`src/rtl/strip_div_pkg.sv`:
```
package strip_div_pkg;

    // Classification of one pixel position against one strip.
    typedef struct packed {
        logic hit;    // position lies inside this strip
        logic first;  // position is the strip's leftmost pixel
        logic last;   // position is the strip's rightmost pixel
    } strip_tag_t;

    // Largest strip a single downstream compressor accepts.
    localparam int MAX_STRIP_PIX = 4096;

endpackage

```
`src/rtl/line_tracker.sv`:
```
module line_tracker #(
    parameter int LINE_W = 5000,
    localparam int IDX_W = $clog2(LINE_W + 1)
) (
    input  logic             clk,
    input  logic             rst_n,
    input  logic             in_valid,
    input  logic             in_sol,
    output logic             accept,
    output logic [IDX_W-1:0] idx,
    output logic             err
);

    localparam logic [IDX_W-1:0] CLOSED = IDX_W'(LINE_W);

    typedef struct packed {
        logic [IDX_W-1:0] pos;  // pixels taken in the current line; CLOSED = no line open
        logic             err;
    } trk_t;

    trk_t st_d, st_q;
    logic line_open;

    always_comb begin
        st_d      = st_q;
        line_open = (st_q.pos < CLOSED);
        idx       = in_sol ? '0 : st_q.pos;
        accept    = in_valid && (in_sol || line_open);
        if (in_valid) begin
            if (in_sol) begin
                st_d.pos = IDX_W'(1);
                if (line_open) begin
                    st_d.err = 1'b1;
                end
            end else if (line_open) begin
                st_d.pos = st_q.pos + IDX_W'(1);
            end else begin
                st_d.err = 1'b1;
            end
        end
    end

    always_ff @(posedge clk) begin
        if (!rst_n) begin
            st_q.pos <= CLOSED;
            st_q.err <= 1'b0;
        end else begin
            st_q <= st_d;
        end
    end

    assign err = st_q.err;

    // an early start-of-line flags the error and restarts the count
    p_short_line_r7: assert property (@(posedge clk) disable iff (!rst_n)
        (in_valid && in_sol && st_q.pos < CLOSED) |=> st_q.err);
    p_restart_r7: assert property (@(posedge clk) disable iff (!rst_n)
        (in_valid && in_sol) |=> (st_q.pos == IDX_W'(1)));
    // a stray pixel leaves the line closed and flags the error
    p_stray_pixel_r8: assert property (@(posedge clk) disable iff (!rst_n)
        (in_valid && !in_sol && st_q.pos == CLOSED) |=> (st_q.err && st_q.pos == CLOSED));
    // the error flag is sticky
    p_err_sticky_r9: assert property (@(posedge clk) disable iff (!rst_n)
        st_q.err |=> st_q.err);
    // idle cycles do not move the position
    p_idle_hold_r6: assert property (@(posedge clk) disable iff (!rst_n)
        !in_valid |=> $stable(st_q.pos));

endmodule

```
`src/rtl/strip_locator.sv`:
```
module strip_locator
    import strip_div_pkg::*;
#(
    parameter int N_CH = 3,
    parameter int STRIP_W [N_CH] = '{1667, 1666, 1667},
    parameter int IDX_W = 13
) (
    input  logic [IDX_W-1:0]            idx,
    output strip_tag_t [N_CH-1:0]       tags
);

    function automatic int strip_start(int c);
        int s;
        s = 0;
        for (int i = 0; i < c; i++) begin
            s += STRIP_W[i];
        end
        return s;
    endfunction

    for (genvar c = 0; c < N_CH; c++) begin : g_strip
        localparam int FIRST_IDX = strip_start(c);
        localparam int LAST_IDX  = strip_start(c) + STRIP_W[c] - 1;
        always_comb begin
            tags[c].hit   = (idx >= IDX_W'(FIRST_IDX)) && (idx <= IDX_W'(LAST_IDX));
            tags[c].first = (idx == IDX_W'(FIRST_IDX));
            tags[c].last  = (idx == IDX_W'(LAST_IDX));
        end
    end

endmodule

```
`src/rtl/chan_out_reg.sv`:
```
module chan_out_reg #(
    parameter int PIX_W = 12
) (
    input  logic             clk,
    input  logic             rst_n,
    input  logic             fire,
    input  logic             first,
    input  logic             last,
    input  logic [PIX_W-1:0] din,
    output logic             valid,
    output logic             sol,
    output logic             eol,
    output logic [PIX_W-1:0] dout
);

    typedef struct packed {
        logic             v;
        logic             s;
        logic             e;
        logic [PIX_W-1:0] d;
    } ch_t;

    ch_t st_d, st_q;

    always_comb begin
        st_d   = st_q;
        st_d.v = fire;
        st_d.s = fire && first;
        st_d.e = fire && last;
        if (fire) begin
            st_d.d = din;
        end
    end

    always_ff @(posedge clk) begin
        if (!rst_n) begin
            st_q <= '0;
        end else begin
            st_q <= st_d;
        end
    end

    assign valid = st_q.v;
    assign sol   = st_q.s;
    assign eol   = st_q.e;
    assign dout  = st_q.d;

    // framing marks only accompany a valid pixel
    p_marks_qualified_r4: assert property (@(posedge clk) disable iff (!rst_n)
        (st_q.s || st_q.e) |-> st_q.v);

endmodule

```
`src/rtl/strip_divider.sv`:
```
module strip_divider
    import strip_div_pkg::*;
#(
    parameter int PIX_W = 12,
    parameter int N_CH = 3,
    parameter int STRIP_W [N_CH] = '{1667, 1666, 1667}
) (
    input  logic                    clk,
    input  logic                    rst_n,
    input  logic                    in_valid,
    input  logic                    in_sol,
    input  logic [PIX_W-1:0]        in_data,
    output logic [N_CH-1:0]         out_valid,
    output logic [N_CH-1:0]         out_sol,
    output logic [N_CH-1:0]         out_eol,
    output logic [N_CH*PIX_W-1:0]   out_data,
    output logic                    err_len
);

    function automatic int total_width();
        int s;
        s = 0;
        for (int i = 0; i < N_CH; i++) begin
            s += STRIP_W[i];
        end
        return s;
    endfunction

    localparam int LINE_W = total_width();
    localparam int IDX_W  = $clog2(LINE_W + 1);

    logic                  accept;
    logic [IDX_W-1:0]      idx;
    strip_tag_t [N_CH-1:0] tags;

    line_tracker #(.LINE_W(LINE_W)) u_tracker (
        .clk      (clk),
        .rst_n    (rst_n),
        .in_valid (in_valid),
        .in_sol   (in_sol),
        .accept   (accept),
        .idx      (idx),
        .err      (err_len)
    );

    strip_locator #(.N_CH(N_CH), .STRIP_W(STRIP_W), .IDX_W(IDX_W)) u_locator (
        .idx  (idx),
        .tags (tags)
    );

    for (genvar c = 0; c < N_CH; c++) begin : g_ch
        chan_out_reg #(.PIX_W(PIX_W)) u_ch (
            .clk   (clk),
            .rst_n (rst_n),
            .fire  (accept && tags[c].hit),
            .first (tags[c].first),
            .last  (tags[c].last),
            .din   (in_data),
            .valid (out_valid[c]),
            .sol   (out_sol[c]),
            .eol   (out_eol[c]),
            .dout  (out_data[c*PIX_W +: PIX_W])
        );
    end

    // the channels never fire together
    p_onehot_valid_r3: assert property (@(posedge clk) disable iff (!rst_n)
        $onehot0(out_valid));
    // an idle input cycle yields no output on the next cycle
    p_idle_no_out_r6: assert property (@(posedge clk) disable iff (!rst_n)
        !in_valid |=> (out_valid == '0));
    // an accepted pixel shows up on exactly one channel next cycle
    p_accept_out_r3: assert property (@(posedge clk) disable iff (!rst_n)
        accept |=> ($countones(out_valid) == 1));

endmodule

```
`config.mk`:
```
export PLATFORM = sky130hd
export DESIGN_NAME = strip_divider
export DESIGN_NICKNAME = d
export VERILOG_FILES = /design/src/rtl/strip_div_pkg.sv /design/src/rtl/line_tracker.sv /design/src/rtl/strip_locator.sv /design/src/rtl/chan_out_reg.sv /design/src/rtl/strip_divider.sv
export SDC_FILE = /design/constraint.sdc
export NUM_CORES = 1
export LEC_CHECK = 0
export BUFFER_PORTS_ARGS = -buffer_cell sky130_fd_sc_hd__buf_2
export CELL_PAD_IN_SITES_DETAIL_PLACEMENT = 1
export CELL_PAD_IN_SITES_GLOBAL_PLACEMENT = 1
export CORE_MARGIN = 2
export CORE_UTILIZATION = 39
export DETAILED_ROUTE_END_ITERATION = 16
export GPL_TIMING_DRIVEN = 0
export PLACE_DENSITY_LB_ADDON = 0.1
export SLEW_MARGIN = 10
export SYNTH_ARGS = -nofsm -noshare
export SYNTH_HDL_FRONTEND = slang
export SYNTH_SLANG_ARGS = --single-unit
```
`constraint.sdc`:
```
create_clock -name clk -period 3.7 [get_ports clk]
set_clock_uncertainty 0.2 [all_clocks]
set_input_delay 0.925 -clock clk [delete_from_list [all_inputs] [get_ports clk]]
set_output_delay 0.925 -clock clk [all_outputs]
set_load 0.005 [all_outputs]
```
After elaboration in Yosys (flattened, before gate mapping)

Index checks and enable logic that the tools add are counted.

Register bits after elaboration: 59
Bits of input ports: 16
Output and inout port bits: 46
Word-level logic and storage cells: 52

Add/sub/neg operators: 1
$lt $le $gt $ge: 7
Equal/unequal tests: 7
Mux-type cells: 5
Reductions and logical operators: 18

Operator list:

| operator                                                         | count |
|---|---|
| == test 13 x 11 -> 1 bit, second input constant                  | 2 |
| == test 13 x 12 -> 1 bit, second input constant                  | 2 |
| 2-to-1 mux 13 bit                                                | 2 |
| 2-to-1 mux 14 bit                                                | 1 |
| adder 13 x 1 -> 13 bit, second input constant                    | 1 |
| == test 13 bit, second input constant                            | 1 |
| >= comparator 13 x 1 -> 1 bit, second input constant             | 1 |
| >= comparator 13 x 11 -> 1 bit, second input constant            | 1 |
| >= comparator 13 x 12 -> 1 bit, second input constant            | 1 |
| less-or-equal comparator 13 x 11 -> 1 bit, second input constant | 1 |
| less-or-equal comparator 13 x 12 -> 1 bit, second input constant | 1 |
| less-or-equal comparator 13 bit, second input constant           | 1 |
| logical AND 1 bit                                                | 13 |
| zero test 13 bit                                                 | 1 |
| < comparator 13 bit, second input constant                       | 1 |
| AND reduction 3 bit                                              | 1 |
| 2-to-1 mux 1 bit                                                 | 2 |
| != test 2 x 1 -> 1 bit, second input constant                    | 1 |
| != test 2 bit, second input constant                             | 1 |
| AND reduction 2 bit                                              | 1 |
| nonzero test 2 bit                                               | 1 |
| logical OR 1 bit                                                 | 1 |

Logic depth before layout (Yosys ltp)

Depth after elaboration: 5
Mapped depth: 11
Depth with buffers taken out: 9

Hierarchy

From an unflattened synthesis, not the netlist that was laid out.

Cell total of the unflattened synthesis: 252
Area, all modules: 2610.0 sq um

By module, submodules not included:

| module        | instances | cells each | area each (sq um) | sequential area each (sq um) |
|---|---|---|---|---|
| chan_out_reg  | 3         | 45         | 553.0             | 300.3 |
| line_tracker  | 1         | 84         | 740.7             | 280.3 |
| strip_locator | 1         | 30         | 191.4             | 0.0 |
| strip_divider | 1         | 3          | 18.8              | 0.0 |

Worst setup path after synthesis

Ideal clock, no wire load.

Path kind: input-to-reg
Start point: input in_sol
End point: register g_ch[0].u_ch.st_q (netlist bit g_ch[0].u_ch.dout[10])
Data arrival time: 2614 ps
Data required time: 3372 ps
Slack: 759 ps
Stages on the path: 8
Cell sequence: clkbuf_1 inv_1 ha_1 nand2b_1 a211oi_2 buf_4 mux2i_1 nor2_1

Word-level cells in the longest chain between the ends: 4
Elaborated cells between the ends (all ways): 7
Classes of those cells: 2 x order compare; 1 x mux; 4 x reduce/logical

RTL lines:

| what                                                                                              | RTL line            | RTL |
|---|---|---|
| start, declared                                                                                   | strip_divider.sv:11 | `input logic in_sol,` |
| 2-to-1 mux 13 bit                                                                                 | line_tracker.sv:27  | `idx = in_sol ? '0 : st_q.pos;` |
| >= comparator 13 x 1 -> 1 bit / less-or-equal comparator 13 x 11 -> 1 bit (equally long branches) | strip_locator.sv:25 | `tags[c].hit = (idx >= IDX_W'(FIRST_IDX)) && (idx <= IDX_W'(LAST_IDX));` |
| logical AND 1 bit                                                                                 | strip_locator.sv:25 |  |
| logical AND 1 bit (*)                                                                             | strip_divider.sv:55 | `.fire (accept && tags[c].hit),` |
| end signal, assigned                                                                              | chan_out_reg.sv:39  | `st_q <= st_d;` |
| end, declared                                                                                     | chan_out_reg.sv:23  | `ch_t st_d, st_q;` |

Mark *: on every way between the ends. The rest lies on a longest branch, timed or not.
A chain may end at the register's enable or synchronous reset.

Worst setup path after layout

Start point: register u_tracker.st_q[4] in the netlist's numbering
End point: register g_ch[2].u_ch.st_q (netlist bit g_ch[2].u_ch.dout[10])

Word-level cells in the longest chain between the ends: 4
Elaborated cells between the ends (all ways): 8
Classes of those cells: 3 x order compare; 1 x mux; 4 x reduce/logical

RTL lines:

| what                                                            | RTL line                                | RTL |
|---|---|---|
| start, declared                                                 | line_tracker.sv:21                      | `trk_t st_d, st_q;` |
| start signal, assigned                                          | line_tracker.sv:48                      | `st_q <= st_d;` |
| 2-to-1 mux 13 bit / < comparator 13 bit (equally long branches) | line_tracker.sv:27, line_tracker.sv:26  |  |
| >= comparator 13 x 12 -> 1 bit, or another cell as far along    | strip_locator.sv:25                     |  |
| logical AND 1 bit, on equally long branches                     | strip_locator.sv:25, line_tracker.sv:28 |  |
| logical AND 1 bit (*)                                           | strip_divider.sv:55                     |  |
| end signal, assigned                                            | chan_out_reg.sv:39                      |  |
| end, declared                                                   | chan_out_reg.sv:23                      |  |

Marks and branches as above.

==> metrics <==
status finished, final reports clean; 1st-iter DRT viols between 60 and 70; total CTS buffers 9; Mapped Cells 300; period utilization 89.54%; vias in the first global route between 2000 and 3000; Sw Pwr 395.7 uW; relative slew slack a little under 50%; clk slew on worst S/H paths approximately 70 ps; Setup Buffers After CTS 0; die height 86.02 um; Die W about 86 um; DPL Wire Length 5.548 mm; Post-synth EDFFs 0; ys flop type dfxtp_1; WS Path Type reg -> reg; Post-Layout Cell Count 451; Yosys top cell by area dfxtp_1; post-synth cell types 41; Arrival @ worst endpoint 3390 ps; Clock Latency Late Sink 350 ps; antenna violations before repair 0; Top Ports 62; Final Max Tran Viols 0; drt drc 0; total wire length 7.435 mm; P&R area growth vs syn 21.32%; Leak 1.361 nW; number of cells on the worst reg-to-reg path 11; Seq/Total Area, Yosys 45.02%; # rows 29; first-pass GRT wire length 12.36 mm; Compound-Gate Fraction of Synth Area 11.97%; RR Startpoint u_tracker.st_q[4]; crit path time final 3313 ps; Final nets a little under 400; CTS tree yes; GPL Wtd Cong approximately 0.85; layout cells sized above 1 approximately 26%; CTS Root Cell clkbuf_8; Hold Path Origin g_ch[1].u_ch.dout[3]; Synth Area in Simple Gates between 20% and 30%; Vias/cell between 5 and 6; yosys warns 0; largest family of logic cells by synthesized area simple AND/OR/NAND/NOR gates; top cells by area, synth dfxtp_1 45%, mux2i_1 9.2%, nor2_1 5.2%; R2R Setup Slk 390 ps; Diodes inserted 0; total congestion overflow 0; max capacitance violation total 0; post-synthesis instance area 2624 sq um; setup slack after layout about 390 ps; register bit total from synthesis 59; CTS H-tree depth 3; synthesized area per cell 8.746 sq um; FF-to-FF End g_ch[2].u_ch.dout[10]; post-place setup slack between 100 and 150 ps; Finished Cell Area 3183 sq um; Hold Path Class reg -> reg; IO Port Bufs 59; Core Util, Final between 40% and 50%; Logic pwr share approximately 14%; crit start category flop; final setup vio count 0; Hold Path Cell Cnt 2; Synth Net Count 318; worst-margin pin slew 749.2 ps; WHS 261.4 ps; largest net degree at the start of global routing 11; final total power 1.391 mW; Worst setup EP type flop; Worst Path Required 3770 ps; routed vias 2393; Placed Area 3015 sq um; overall global routing resource usage 21.59%; Int Power 995.8 uW; hold path endpoint g_ch[1].u_ch.dout[3]; Final Hold Fails 0; Post-CTS Hold Buffers 0; Cell Pwr Density 437.1 nW/um^2; post-route ant nets 0; crit path max fanout 10; mux share of post-synthesis cell area 9.156%; wire per inst 16.49 um; Max VDD drop 0.2630 mV; Fmax 301.8 MHz; Yosys top cell area share 45.02%; post-synthesis async set-or-reset flop share 0%; post-synthesis xor/xnor area fraction 3.338%; CTS resizes 0; die area 7399 sq um; sequential share of power between 40% and 50%; adder-cell area share of the yosys netlist 0.9537%; clock sinks 59; area of the core 6422 sq um; clk buf depth 2; setup TNS 0 ps; RSZ-0062 raised after global routing no; dpl cells 436; Clk pwr share between 30% and 40%; Initial Utilization 40.85%; DRT Pass-1 Iters 4; sw frac 28.44%
metal layers:
metal | global-route usage (%) | up-vias | share of wire, %
met3 | 5.294 | 13 | 5.4
met4 | 9.524 | 0 | 1.9
met5 | 0 | - | 0
met1 | 23.92 | 1159 | 42
li1 | - | 1165 | -
met2 | 38.83 | 56 | 51
cell families after synthesis:
family | count (synthesis)
multiplexers | 24
AND/OR/NAND/NOR | 118
buffers and inverters | 38
XOR/XNOR | 10
adder cells (fa/ha/maj) | 2
flip-flops | 59
AO/OA/AOI/OAI | 49
synth_stat cells, drive strengths merged (4+ instances only):
library cell  instances
o21ai                19
xnor2                 7
clkbuf               17
nand2                31
a21oi                17
nand4                 4
inv                   5
buf                  16
nand3                17
nor2                 36
and3                  5
dfxtp                59
mux2i                24
a211oi                4
nor3                  6
how the worst max path moves through the flow:
stage	slack, ps	cells after the start	from	to
final	390	11	u_tracker.st_q[4]	g_ch[2].u_ch.dout[10]
after global routing	90	11	u_tracker.st_q[6]	g_ch[2].u_ch.dout[10]
after CTS	430	11	u_tracker.st_q[4]	g_ch[2].u_ch.dout[10]
after detailed placement	140	9	in_sol	g_ch[2].u_ch.dout[10]
after global placement	200	9	in_sol	g_ch[2].u_ch.dout[5]
after floorplan	760	8	in_sol	g_ch[0].u_ch.dout[10]
cell type report:
| type | instances | area, sq um |
|---|---|---|
| inverter | 5 | 18.77 |
| clock buffer | 10 | 137.6 |
| clock inverter | 5 | 30.03 |
| buffer | 33 | 173.9 |
| tap | 77 | 96.34 |
| fill | 815 | 3239 |
| timing repair buffer | 59 | 295.3 |
| sequential | 59 | 1181 |
| multi-input combinational | 203 | 1250 |
critical path, cell delays in order, from the launching register on:
cell	delay, ps
dfxtp_1	300
buf_2	160
nor4_1	530
o21a_1	250
nor2_1	60
ha_1	200
nor2b_1	180
clkbuf_1	390
o211a_1	270
clkbuf_1	380
nand3_1	160
a21oi_1	160
power groups by stage:
stage | Sequential (mW) | Clock, mW | Combinational, mW
after floorplan | 0.694 | 0 | 0.123
after global placement | 0.692 | 0 | 0.196
after detailed placement | 0.694 | 0 | 0.200
after CTS | 0.680 | 0.528 | 0.201
after global routing | 0.683 | 0.554 | 0.221
final | 0.679 | 0.514 | 0.198
registers in the layout, summed over array words and instances (netlist names):
register         flops
u_tracker.st_q      13
g_ch.u_ch.dout      36
g_ch.u_ch.valid      3
g_ch.u_ch.eol        3
g_ch.u_ch.sol        3
u_tracker.err        1
cell usage in the layout, fill, tap and decap left out, types with 2 or more instances in the layout:
cell type / instances
a211oi_1: 2
a21oi_1: 17
and3_1: 5
buf_2: 63
buf_4: 10
clkbuf_1: 17
clkbuf_8: 10
clkinv_2: 3
clkinvlp_4: 2
dfxtp_1: 59
ha_1: 2
inv_1: 3
inv_2: 2
mux2i_1: 24
nand2_1: 31
nand2b_1: 2
nand3_1: 17
nand3b_1: 2
nand4_1: 4
nand4b_1: 3
nor2_1: 36
nor2b_1: 2
nor3_1: 6
nor4_1: 3
nor4b_1: 2
o211a_1: 2
o211ai_1: 3
o21ai_0: 6
o21ai_1: 13
xnor2_1: 7
xor2_1: 3
Power figures use the tool's default switching activity.
